$ cat src/rtl/xfer_svc_pkg.sv
package xfer_svc_pkg;

  // Control register bit positions
  localparam int unsigned CTL_TERM  = 0;
  localparam int unsigned CTL_DIR   = 1;
  localparam int unsigned CTL_BFIX  = 2;
  localparam int unsigned CTL_WORD  = 3;
  localparam int unsigned CTL_IOFIX = 4;
  localparam int unsigned CTL_USED  = 5;

  // Configuration register selects
  localparam logic [1:0] SEL_CTL = 2'd0;
  localparam logic [1:0] SEL_BUF = 2'd1;
  localparam logic [1:0] SEL_IO  = 2'd2;
  localparam logic [1:0] SEL_CNT = 2'd3;

  typedef struct packed {
    logic term_en;
    logic dir_b2io;
    logic buf_fix;
    logic word;
    logic io_fix;
  } ctl_t;

  typedef enum logic [1:0] {
    ST_IDLE = 2'd0,
    ST_RD   = 2'd1,
    ST_WR   = 2'd2
  } seq_st_e;

endpackage

$ cat src/rtl/xfer_svc_ctl.sv
module xfer_svc_ctl
  import xfer_svc_pkg::*;
#(
  parameter int CTL_W  = 8,
  parameter int USED_W = CTL_USED
) (
  input  logic              clk,
  input  logic              rst_n,
  input  logic              wr_en,
  input  logic [USED_W-1:0] wr_data,
  output logic [CTL_W-1:0]  ctl_q,
  output ctl_t              fields
);

  logic [USED_W-1:0] ctl_r;

  always_ff @(posedge clk) begin
    if (!rst_n) begin
      ctl_r <= '0;
    end else if (wr_en) begin
      ctl_r <= wr_data;
    end
  end

  // Unused upper bits read back as zero
  assign ctl_q = {{(CTL_W-USED_W){1'b0}}, ctl_r};

  always_comb begin
    fields.term_en  = ctl_r[CTL_TERM];
    fields.dir_b2io = ctl_r[CTL_DIR];
    fields.buf_fix  = ctl_r[CTL_BFIX];
    fields.word     = ctl_r[CTL_WORD];
    fields.io_fix   = ctl_r[CTL_IOFIX];
  end

endmodule

$ cat src/rtl/xfer_svc_ptrs.sv
module xfer_svc_ptrs
  import xfer_svc_pkg::*;
#(
  parameter int BANK_W = 8,
  parameter int OFF_W  = 16,
  parameter int IO_W   = 16,
  parameter int CNT_W  = 16,
  parameter int ADDR_W = BANK_W + OFF_W
) (
  input  logic              clk,
  input  logic              rst_n,
  input  logic              wr_en,
  input  logic [1:0]        wr_sel,
  input  logic [ADDR_W-1:0] wr_data,
  input  logic              adv,
  input  logic              word,
  input  logic              buf_fix,
  input  logic              io_fix,
  input  logic              term_hit,
  output logic [ADDR_W-1:0] buf_ptr,
  output logic [IO_W-1:0]   io_ptr,
  output logic [CNT_W-1:0]  cnt,
  output logic              cnt_nz,
  output logic              cnt_last
);

  logic [BANK_W-1:0] bank_r;
  logic [OFF_W-1:0]  off_r;
  logic [IO_W-1:0]   io_r;
  logic [CNT_W-1:0]  cnt_r;
  logic [OFF_W-1:0]  off_step;
  logic [IO_W-1:0]   io_step;

  assign off_step = word ? OFF_W'(2) : OFF_W'(1);
  assign io_step  = word ? IO_W'(2)  : IO_W'(1);

  always_ff @(posedge clk) begin
    if (!rst_n) begin
      bank_r <= '0;
      off_r  <= '0;
      io_r   <= '0;
      cnt_r  <= '0;
    end else if (wr_en) begin
      case (wr_sel)
        SEL_BUF: {bank_r, off_r} <= wr_data;
        SEL_IO:  io_r  <= wr_data[IO_W-1:0];
        SEL_CNT: cnt_r <= wr_data[CNT_W-1:0];
        default: ;
      endcase
    end else if (adv) begin
      // Offset wraps inside its own width; the bank is never touched here
      if (!buf_fix) off_r <= off_r + off_step;
      if (!io_fix)  io_r  <= io_r + io_step;
      cnt_r <= term_hit ? '0 : cnt_r - CNT_W'(1);
    end
  end

  assign buf_ptr  = {bank_r, off_r};
  assign io_ptr   = io_r;
  assign cnt      = cnt_r;
  assign cnt_nz   = (cnt_r != '0);
  assign cnt_last = (cnt_r == CNT_W'(1));


  bank_keep_chk: assert property (@(posedge clk) disable iff (!rst_n)
    !(wr_en && wr_sel == SEL_BUF) |=> buf_ptr[ADDR_W-1:OFF_W] == $past(buf_ptr[ADDR_W-1:OFF_W]));


  io_no_dec_chk: assert property (@(posedge clk) disable iff (!rst_n)
    (adv && !wr_en && io_fix) |=> io_ptr == $past(io_ptr));

endmodule

$ cat src/rtl/xfer_svc_seq.sv
module xfer_svc_seq
  import xfer_svc_pkg::*;
#(
  parameter int ADDR_W = 24,
  parameter int IO_W   = 16,
  parameter int DATA_W = 16
) (
  input  logic              clk,
  input  logic              rst_n,
  input  logic              req,
  input  logic              term,
  input  logic              cnt_nz,
  input  logic              cnt_last,
  input  ctl_t              ctl,
  input  logic [ADDR_W-1:0] buf_ptr,
  input  logic [IO_W-1:0]   io_ptr,
  output logic              mem_valid,
  input  logic              mem_ready,
  output logic              mem_we,
  output logic              mem_size,
  output logic [ADDR_W-1:0] mem_addr,
  output logic [DATA_W-1:0] mem_wdata,
  input  logic [DATA_W-1:0] mem_rdata,
  output logic              fin,
  output logic              term_hit,
  output logic              busy,
  output logic              done_q,
  output logic              end_q
);

  localparam logic [DATA_W-1:0] LO_MASK = {{(DATA_W/2){1'b0}}, {(DATA_W-DATA_W/2){1'b1}}};

  seq_st_e           st;
  logic [DATA_W-1:0] data_r;
  logic              term_lat;
  logic              use_buf;
  logic [ADDR_W-1:0] io_ext;

  assign io_ext = {{(ADDR_W-IO_W){1'b0}}, io_ptr};

  always_comb begin
    mem_valid = (st != ST_IDLE);
    mem_we    = (st == ST_WR);
    use_buf   = (st == ST_WR) ? !ctl.dir_b2io : ctl.dir_b2io;
    mem_addr  = use_buf ? buf_ptr : io_ext;
    mem_size  = ctl.word;
    mem_wdata = data_r;
    fin       = (st == ST_WR) && mem_ready;
    busy      = (st != ST_IDLE);
    term_hit  = term_lat;
  end

  always_ff @(posedge clk) begin
    if (!rst_n) begin
      st       <= ST_IDLE;
      data_r   <= '0;
      term_lat <= 1'b0;
      done_q   <= 1'b0;
      end_q    <= 1'b0;
    end else begin
      done_q <= fin;
      end_q  <= fin && (cnt_last || term_lat);
      case (st)
        ST_IDLE: begin
          if (req && cnt_nz) begin
            st       <= ST_RD;
            term_lat <= term && ctl.term_en;
          end
        end
        ST_RD: begin
          if (mem_ready) begin
            st     <= ST_WR;
            data_r <= ctl.word ? mem_rdata : (mem_rdata & LO_MASK);
          end
        end
        ST_WR: begin
          if (mem_ready) st <= ST_IDLE;
        end
        default: st <= ST_IDLE;
      endcase
    end
  end


  bus_hold_chk: assert property (@(posedge clk) disable iff (!rst_n)
    (mem_valid && !mem_ready) |=> (mem_valid && $stable(mem_addr) && $stable(mem_we) && $stable(mem_wdata)));


  rd_then_wr_chk: assert property (@(posedge clk) disable iff (!rst_n)
    (mem_valid && !mem_we && mem_ready) |=> (mem_valid && mem_we));


  done_pulse_chk: assert property (@(posedge clk) disable iff (!rst_n)
    done_q |=> !done_q);

endmodule

$ cat src/rtl/xfer_svc.sv
module xfer_svc
  import xfer_svc_pkg::*;
#(
  parameter int CTL_W  = 8,
  parameter int BANK_W = 8,
  parameter int OFF_W  = 16,
  parameter int IO_W   = 16,
  parameter int CNT_W  = 16,
  parameter int DATA_W = 16,
  parameter int ADDR_W = BANK_W + OFF_W
) (
  input  logic              clk,
  input  logic              rst_n,
  input  logic              cfg_we,
  input  logic [1:0]        cfg_sel,
  input  logic [ADDR_W-1:0] cfg_wdata,
  input  logic              svc_req,
  input  logic              svc_term,
  output logic              mem_valid,
  input  logic              mem_ready,
  output logic              mem_we,
  output logic              mem_size,
  output logic [ADDR_W-1:0] mem_addr,
  output logic [DATA_W-1:0] mem_wdata,
  input  logic [DATA_W-1:0] mem_rdata,
  output logic              svc_done,
  output logic              svc_end,
  output logic              svc_busy,
  output logic [CTL_W-1:0]  ctl_q,
  output logic [ADDR_W-1:0] buf_ptr,
  output logic [IO_W-1:0]   io_ptr,
  output logic [CNT_W-1:0]  xfer_cnt
);

  ctl_t ctl;
  logic cfg_ok;
  logic fin;
  logic term_hit;
  logic cnt_nz;
  logic cnt_last;

  // Configuration is frozen while a transfer is in flight
  assign cfg_ok = cfg_we && !svc_busy;

  xfer_svc_ctl #(.CTL_W(CTL_W), .USED_W(CTL_USED)) ctl_i (
    .clk     (clk),
    .rst_n   (rst_n),
    .wr_en   (cfg_ok && cfg_sel == SEL_CTL),
    .wr_data (cfg_wdata[CTL_USED-1:0]),
    .ctl_q   (ctl_q),
    .fields  (ctl)
  );

  xfer_svc_ptrs #(
    .BANK_W(BANK_W), .OFF_W(OFF_W), .IO_W(IO_W), .CNT_W(CNT_W), .ADDR_W(ADDR_W)
  ) ptrs_i (
    .clk      (clk),
    .rst_n    (rst_n),
    .wr_en    (cfg_ok),
    .wr_sel   (cfg_sel),
    .wr_data  (cfg_wdata),
    .adv      (fin),
    .word     (ctl.word),
    .buf_fix  (ctl.buf_fix),
    .io_fix   (ctl.io_fix),
    .term_hit (term_hit),
    .buf_ptr  (buf_ptr),
    .io_ptr   (io_ptr),
    .cnt      (xfer_cnt),
    .cnt_nz   (cnt_nz),
    .cnt_last (cnt_last)
  );

  xfer_svc_seq #(.ADDR_W(ADDR_W), .IO_W(IO_W), .DATA_W(DATA_W)) seq_i (
    .clk       (clk),
    .rst_n     (rst_n),
    .req       (svc_req),
    .term      (svc_term),
    .cnt_nz    (cnt_nz),
    .cnt_last  (cnt_last),
    .ctl       (ctl),
    .buf_ptr   (buf_ptr),
    .io_ptr    (io_ptr),
    .mem_valid (mem_valid),
    .mem_ready (mem_ready),
    .mem_we    (mem_we),
    .mem_size  (mem_size),
    .mem_addr  (mem_addr),
    .mem_wdata (mem_wdata),
    .mem_rdata (mem_rdata),
    .fin       (fin),
    .term_hit  (term_hit),
    .busy      (svc_busy),
    .done_q    (svc_done),
    .end_q     (svc_end)
  );


  end_cnt_chk: assert property (@(posedge clk) disable iff (!rst_n)
    svc_end |-> (xfer_cnt == '0 && svc_done));


  busy_cfg_chk: assert property (@(posedge clk) disable iff (!rst_n)
    (svc_busy && cfg_we) |=> ($stable(ctl_q) && $stable(buf_ptr)));

endmodule

$ cat config.mk
export PLATFORM = sky130hd
export DESIGN_NAME = xfer_svc
export DESIGN_NICKNAME = d
export VERILOG_FILES = /design/src/rtl/xfer_svc_pkg.sv /design/src/rtl/xfer_svc_ctl.sv /design/src/rtl/xfer_svc_ptrs.sv /design/src/rtl/xfer_svc_seq.sv /design/src/rtl/xfer_svc.sv
export SDC_FILE = /design/constraint.sdc
export NUM_CORES = 1
export LEC_CHECK = 0
export CORE_ASPECT_RATIO = 0.9
export CORE_UTILIZATION = 30
export CTS_BUF_LIST = sky130_fd_sc_hd__clkbuf_4 sky130_fd_sc_hd__clkbuf_8
export CTS_CLUSTER_SIZE = 20
export DETAILED_ROUTE_END_ITERATION = 7
export PLACE_DENSITY = 0.67
export SLEW_MARGIN = 20
export SYNTH_ARGS = -nofsm -noshare
export SYNTH_HDL_FRONTEND = slang
export SYNTH_SLANG_ARGS = --single-unit
$ cat constraint.sdc
create_clock -name clk -period 3.05 [get_ports clk]
set_clock_uncertainty 0.05 [all_clocks]
set_input_delay 0.4575 -clock clk [delete_from_list [all_inputs] [get_ports clk]]
set_output_delay 0.4575 -clock clk [all_outputs]
set_load 0.05 [all_outputs]
# Word-level counts from Yosys, hierarchy flattened
# Index checks and enable logic that the tools add are counted.
# totals
register_bits	82
output_inout_bits	110
wordCells	68
# op_classes
addsub	3
n_eq_ne	14
n_mux	20
reduce_logical	21
# op_table
cell	n
16-bit 2-to-1 mux	13
16-bit adder	2
24-bit 2-to-1 mux	1
16-bit by 1-bit equality test with 1-bit output, second input constant	1
16-bit nonzero test	1
16-bit by 1-bit subtractor with 16-bit output, second input constant	1
3-bit AND reduction	3
2-bit 2-to-1 mux	4
2-bit by 1-bit inequality test with 1-bit output, second input constant	4
2-bit inequality test, second input constant	4
2-bit AND reduction	4
2-bit equality test, second input constant	3
1-bit logical AND	6
2-bit one-hot mux with 3 select lines	1
2-bit by 1-bit equality test with 1-bit output, second input constant	2
2-bit zero test	2
2-bit nonzero test	2
1-bit zero test	2
1-bit logical OR	1
1-bit 2-to-1 mux	1

# Logic depth before layout (Yosys ltp)
# Gate-level depths: netlist (run 1).
# logic_depth
word_depth	5
ltp_mapped	10
depth_no_buf	8

# Cells and area by module
# A second synthesis (run 1) with hierarchy kept.
# hier_totals
cells_unflattened	597
area_unflattened_um2	4941.0
# by_module_without_submodules
mod	instances	cells_per_inst	area_per_inst_um2
xfer_svc_ptrs	1	450	3532.1
xfer_svc_seq	1	120	1129.8
xfer_svc_ctl	1	25	256.5
xfer_svc	1	2	22.5

# Worst setup path after synthesis (run 1)
# OpenSTA, ideal clock, no wires.
# synth_timing
path_type	reg-to-output
start	register seq_i.st[1]
end	output mem_addr[1]
t_arrival_ps	2524
t_required_ps	2542
setup_slack_ps	18
stages_incl_launch_ff	6
path_buffers	2
path_cell_list	dfxtp_1 > buf_2 > and2b_1 > xnor2_2 > clkbuf_1 > o21ai_0
# synth_between
elab_chain_len	3
# synth_rtl
element	line_no	text
start: declaration	xfer_svc_seq.sv:33	seq_st_e st;
start signal: assignment	xfer_svc_seq.sv:55	st <= ST_IDLE;
start signal: assignment	xfer_svc_seq.sv:66	st <= ST_RD;
start signal: assignment	xfer_svc_seq.sv:72	st <= ST_WR;
2-bit equality test	--	
via mem_we	xfer_svc.sv:21	output logic mem_we,
1-bit 2-to-1 mux	xfer_svc_seq.sv:44	use_buf = (st == ST_WR) ? !ctl.dir_b2io : ctl.dir_b2io;
24-bit 2-to-1 mux	xfer_svc_seq.sv:45	mem_addr = use_buf ? buf_ptr : io_ext;
end: declaration	xfer_svc.sv:23	output logic [ADDR_W-1:0] mem_addr,
# The timed path passes the listed nets, and every way through them passes these cells.

# Worst setup path after layout (run 1)
# layout_timing
start	register seq_i.st[0]
end	output mem_addr[7]
# layout_between
elab_chain_len	3
# layout_rtl
element	line_no
2-bit equality test	xfer_svc_seq.sv:44
1-bit 2-to-1 mux	xfer_svc_seq.sv:44
24-bit 2-to-1 mux	xfer_svc_seq.sv:45
# No other way between the ends.

==> results of run 1 <==
[per-stage QoR]
| step | total power [mW] | hold slack, ps | instance area, sq um |
|---|---|---|---|
| finish | 3.35 | 406 | 6790 |
| global route | 3.52 | 433 | 6790 |
| CTS | 3.37 | 407 | 6790 |
| detailed placement | 2.54 | 394 | 6590 |
| global placement | 2.53 | 389 | 6590 |
| floorplan | 2.13 | 426 | 4790 |
[metal layers]
layer  up-vias  global-route usage  wire length, um
met5         -                   0                0
met4         0              0.0463              154
met3        15              0.0454              981
met2       181               0.299             7310
met1      2370               0.282             7500
li1       2452                   -                -
[cell type report]
cell class / instances / area share
inverter: 13 / 0.00719
clock inverter: 7 / 0.0114
tap: 202 / 0.0372
multi-input combinational: 453 / 0.419
clock buffer: 9 / 0.0182
timing repair buffer: 170 / 0.265
sequential: 82 / 0.242
[where the power goes]
part	leakage [nW]	internal, mW	switching (mW)
logic	1.58	0.490	0.808
registers	0.664	1.13	0.0924
clock network	0.100	0.385	0.443
total	2.34	2.01	1.34
[sequential cells by signal (all words and copies together), names as in the netlist, 2 cells and up]
name / count
seq_i.st: 2
seq_i.mem_wdata: 16
ptrs_i.bank_r: 8
ctl_i.ctl_r: 5
ptrs_i.io_ptr: 16
ptrs_i.cnt: 16
ptrs_i.off_r: 16
[kinds of logic after synthesis]
family | after synthesis | share of synthesized area
flip-flops | 82 | 0.343
buffers and inverters | 60 | 0.0634
AO/OA/AOI/OAI | 186 | 0.246
multiplexers | 23 | 0.0521
adder cells (fa/ha/maj) | 8 | 0.0241
AND/OR/NAND/NOR | 232 | 0.267
XOR/XNOR | 1 | 0.00340
other | 1 | 0.000785
[cell usage after synthesis (all sizes together), types with 3 or more instances]
cell	instances	area (sq um)
buf	26	175
nand3	18	90.1
nand2	76	288
nand4	11	68.8
a211oi	13	108
nor3	18	101
nand3b	3	22.5
and3	11	68.8
and2	20	125
o21ai	34	174
a31o	3	26.3
clkbuf	21	78.8
nor3b	6	66.3
a21oi	67	335
and3b	3	26.3
a31oi	16	100
mux2i	8	80.1
o22ai	14	87.6
a21o	5	37.5
nor4	9	77.6
ha	6	75.1
o21a	4	30.0
o221a	5	56.3
dfxtp	82	1640
nor4b	5	50.0
inv	13	48.8
a22oi	5	37.5
nor2	29	116
mux2	15	169
nor2b	11	68.8
[worst max-delay path by stage]
| stage | cells after the start | start | endpoint |
|---|---|---|---|
| finish | 5 | seq_i.st[0]$_SDFFE_PN0P_ | mem_addr[7] |
| global route | 5 | seq_i.st[0]$_SDFFE_PN0P_ | mem_addr[7] |
| CTS | 5 | seq_i.st[0]$_SDFFE_PN0P_ | mem_addr[7] |
| detailed placement | 5 | cfg_we | ptrs_i.cnt[12]$_SDFFE_PN0P_ |
| global placement | 5 | cfg_we | ptrs_i.cnt[12]$_SDFFE_PN0P_ |
| floorplan | 5 | seq_i.st[1]$_SDFFE_PN0P_ | mem_addr[1] |
[critical path: cells and delay by family (launching register included)]
kind	cells	cell delay (ps)
AND/OR/NAND/NOR	1	290
multiplexers	1	420
buffers and inverters	2	510
flip-flops	1	550
XOR/XNOR	1	130
==> impl_metrics.toml, run 1 <==
[drt]
first_pass_iters = 5
ant_nets = 0
post_drt_wl_per_cell_um = 17.0
vias = 5018
wirelength_mm = 15.9
route.detailed.drc = 0
vias_per_cell = 5.36
drt-initial-drc-count = 335

[critical_path]
cp_max_fo = 25
rrSetupSlack_ps = 700
worstPathRequired_ps = 2540
worstPathArrival_ps = 2280
cp-end-kind = "output port"
reg2reg_depth = 8
cp_slowest_cell = "dfxtp_1"
r2r_start = "ctl_i.ctl_r[3]$_SDFFE_PN0P_"
critPathKind = "flop to output port"
r2r_end = "ptrs_i.io_ptr[10]$_SDFFE_PN0P_"
crit_path_cell_trace = "and2b_1 -> xnor2_2 -> buf_4 -> mux2_2 -> buf_12"
startpoint_type = "flop"
critPathMaxStageDelay_ps = 550

[worst_hold_path]
min_to = "seq_i.mem_wdata[11]$_SDFFE_PN0P_"
holdCritStartpoint = "seq_i.mem_wdata[11]$_SDFFE_PN0P_"
min_path_cells = 2
holdCritPathClass = "flop to flop"

[synthesis]
synth_area_sq_um = 4780
synth_edf_count = 0
synth_cells = 593
synthArstFlopShare = 0
yosys_warnings = 0
synth_seq_area_share = 0.343
yosysUniqueCellTypes = 73
ys_seq_elements = 82
avgSynthCellArea_sq_um = 8.06
synth_flop_cell = "dfxtp_1"

[cells_and_area]
multi_input_area_sq_um = 2840
n_antenna_cell = 0
fillers = 1568
regArea_sq_um = 1640
area_growth_pct = 42.0
final_cell_mix = "130 x clkdlybuf4s50_1, 82 x dfxtp_1, 75 x nand2_1, 67 x a21oi_1, 31 x o21ai_0"
final_common_cell = "clkdlybuf4s50_1"
fin_cells = 936
final_util = 0.438
fin_nets = 785
layout-drive-gt1-share = 0.129

[power]
vdd_ir_drop_max_uv = 394
leakage_nw = 2.34
power.density_nw_per_um2 = 494

[timing]
tns_ps = 0
finalCritPeriodShare = 0.915
finalSetupViolations = 0
fin_crit_ps = 2790
max_freq_mhz = 358
slew_headroom = 0.445
setup_ws_ps = 258
rsz0062_at_grt = "false"
final_max_slew_viol_count = 0
hold_viol_final = 0
worst_pin_slew_ps = 828

[placed_design]
gp_congestion = 0.867
place.port_buffers = 154
pre_cts_slack_ps = 564
numPlacedInstances = 920
place_hpwl_mm = 11.6

[global_routing]
grt_pass1_wl_mm = 25.3
grt_pass1_vias = 4576
grt-ovfl-total = 0
track_usage = 0.198
grt_max_degree = 30
antenna_found_initial = 0

[clocking]
post-cts-setup-buffer-count = 0
cts_resized = 0
clk_latency_ps = 380
cts_root_buffer = "clkbuf_8"
numCtsBuffers = 9
hold_buffers = 0
htreeDepth = 3
clk_pin_slew_ps = 90
max-clock-path-buffers = 2
cts_sinks = 82
cts_tree = "built"

[status]
status = "complete, no violations"

[die]
ios = 158
die_y_um = 122
die_area_sq_um = 16400
die_w_um = 135
coreArea_sq_um = 15500
row_count = 43
initial_utilization = 0.308

[job]
maxCapViolations = 0
No activity file was read; power rests on OpenSTA's default activity.
==> run 2, diff against run 1 <==
--- a/config.mk
+++ b/config.mk
@@ -6,11 +6,11 @@
 export NUM_CORES = 1
 export LEC_CHECK = 0
 export CORE_ASPECT_RATIO = 0.9
-export CORE_UTILIZATION = 30
+export CORE_UTILIZATION = 48
 export CTS_BUF_LIST = sky130_fd_sc_hd__clkbuf_4 sky130_fd_sc_hd__clkbuf_8
 export CTS_CLUSTER_SIZE = 20
 export DETAILED_ROUTE_END_ITERATION = 7
-export PLACE_DENSITY = 0.67
+export PLACE_DENSITY = 0.94
 export SLEW_MARGIN = 20
 export SYNTH_ARGS = -nofsm -noshare
 export SYNTH_HDL_FRONTEND = slang
==> run 2 against run 1 <==
Clock power rose by 11%. Core utilization rose by 26 points. Fmax rose by 2.8%.
==> impl_metrics.toml, run 2 (synthesized netlist as in run 1, its figures left out) <==
[status]
status = "complete, no violations"

[drt]
drt-initial-drc-count = 575
vias = 5409
wirelength_mm = 16.2
vias_per_cell = 6.28
ant_nets = 0
first_pass_iters = 6
route.detailed.drc = 0
post_drt_wl_per_cell_um = 18.9

[timing]
worst_pin_slew_ps = 1010
hold_viol_final = 0
final_max_slew_viol_count = 0
fin_crit_ps = 2720
slew_headroom = 0.324
tns_ps = 0
finalCritPeriodShare = 0.890
setup_ws_ps = 334
max_freq_mhz = 368
finalSetupViolations = 0
rsz0062_at_grt = "false"

[die]
coreArea_sq_um = 9660
initial_utilization = 0.495
die_y_um = 96.7
die_area_sq_um = 10400
ios = 158
row_count = 34
die_w_um = 107

[placed_design]
place_hpwl_mm = 11.5
pre_cts_slack_ps = 483
place.port_buffers = 154
gp_congestion = 0.913

[critical_path]
worstPathArrival_ps = 2210
cp-end-kind = "output port"
critPathKind = "flop to output port"
cp_max_fo = 17
startpoint_type = "flop"
worstPathRequired_ps = 2540

[global_routing]
grt-ovfl-total = 0
antenna_found_initial = 0
grt_pass1_wl_mm = 25.7
grt_max_degree = 33
grt_pass1_vias = 4962
track_usage = 0.311

[cells_and_area]
layout-drive-gt1-share = 0.131
final_cell_mix = "130 x clkdlybuf4s50_1, 82 x dfxtp_1, 75 x nand2_1, 67 x a21oi_1, 31 x o21ai_0"
regArea_sq_um = 1640
multi_input_area_sq_um = 2840
final_common_cell = "clkdlybuf4s50_1"
fillers = 666
fin_nets = 786
n_antenna_cell = 0
area_growth_pct = 40.7

[clocking]
cts_sinks = 82
htreeDepth = 3
hold_buffers = 0
clk_latency_ps = 370
numCtsBuffers = 9
cts_tree = "built"
clk_pin_slew_ps = 80
cts_resized = 0
cts_root_buffer = "clkbuf_8"
max-clock-path-buffers = 2
post-cts-setup-buffer-count = 0

[power]
power.share.clock = 0.266
vdd_ir_drop_max_uv = 421
pwr-share-seq = 0.355
leakage_nw = 2.37
switchingPower_mw = 1.33
swShare = 0.384
p_comb_frac = 0.379
power.density_nw_per_um2 = 513
intPower_mw = 2.13

[worst_hold_path]
holdCritPathClass = "flop to flop"

[job]
maxCapViolations = 0
run 2: worst paths after layout:
path / startpoint / to / slack, ps / depth (start not counted)
worst min register to register: seq_i.mem_wdata[14]$_SDFFE_PN0P_ / seq_i.mem_wdata[14]$_SDFFE_PN0P_ / 410 / 2
worst max register to register: ctl_i.ctl_r[3]$_SDFFE_PN0P_ / ptrs_i.io_ptr[10]$_SDFFE_PN0P_ / 610 / 8
worst min-delay path: seq_i.mem_wdata[14]$_SDFFE_PN0P_ / seq_i.mem_wdata[14]$_SDFFE_PN0P_ / 410 / 2
worst max-delay path: seq_i.st[0]$_SDFFE_PN0P_ / mem_addr[14] / 330 / 5
run 2: final cells by class:
type | count | area share
Clock buffer | 12 | 0.0227
Tap cell | 126 | 0.0234
Clock inverter | 4 | 0.0110
Timing Repair Buffer | 171 | 0.269
Inverter | 13 | 0.00725
Multi-Input combinational cell | 453 | 0.423
Sequential cell | 82 | 0.244
run 2: critical path, cell delays in order, from the launching register on:
cell and delay [ps]:
dfxtp_1 530, and2b_1 290, xnor2_2 170, buf_4 280, mux2_2 400, buf_12 150
run 2: stage by stage:
stage               utilization  cell area, sq um  hold slack, ps  instances  total power, mW
floorplan                     -              4790             426        595             2.13
global placement          0.673              6500             388        845             2.50
detailed placement        0.673              6500             396        845             2.53
CTS                       0.697              6730             407        861             3.44
global route              0.697              6730             425        861             3.59
finish                    0.697              6730             411        861             3.45
run 2: per-layer routing:
layer | vias up | global-route usage | routed length (um)
met5 | - | 0 | 0
met4 | 0 | 0.110 | 474
met3 | 53 | 0.0600 | 1480
met2 | 360 | 0.501 | 7640
met1 | 2554 | 0.413 | 6640
li1 | 2442 | - | -
run 2: power groups by stage:
stage	logic (mW)	clock network (mW)	registers, mW
floorplan	0.716	0	1.41
global placement	1.26	0	1.24
detailed placement	1.28	0	1.25
CTS	1.29	0.919	1.22
global route	1.38	0.973	1.24
finish	1.31	0.918	1.22
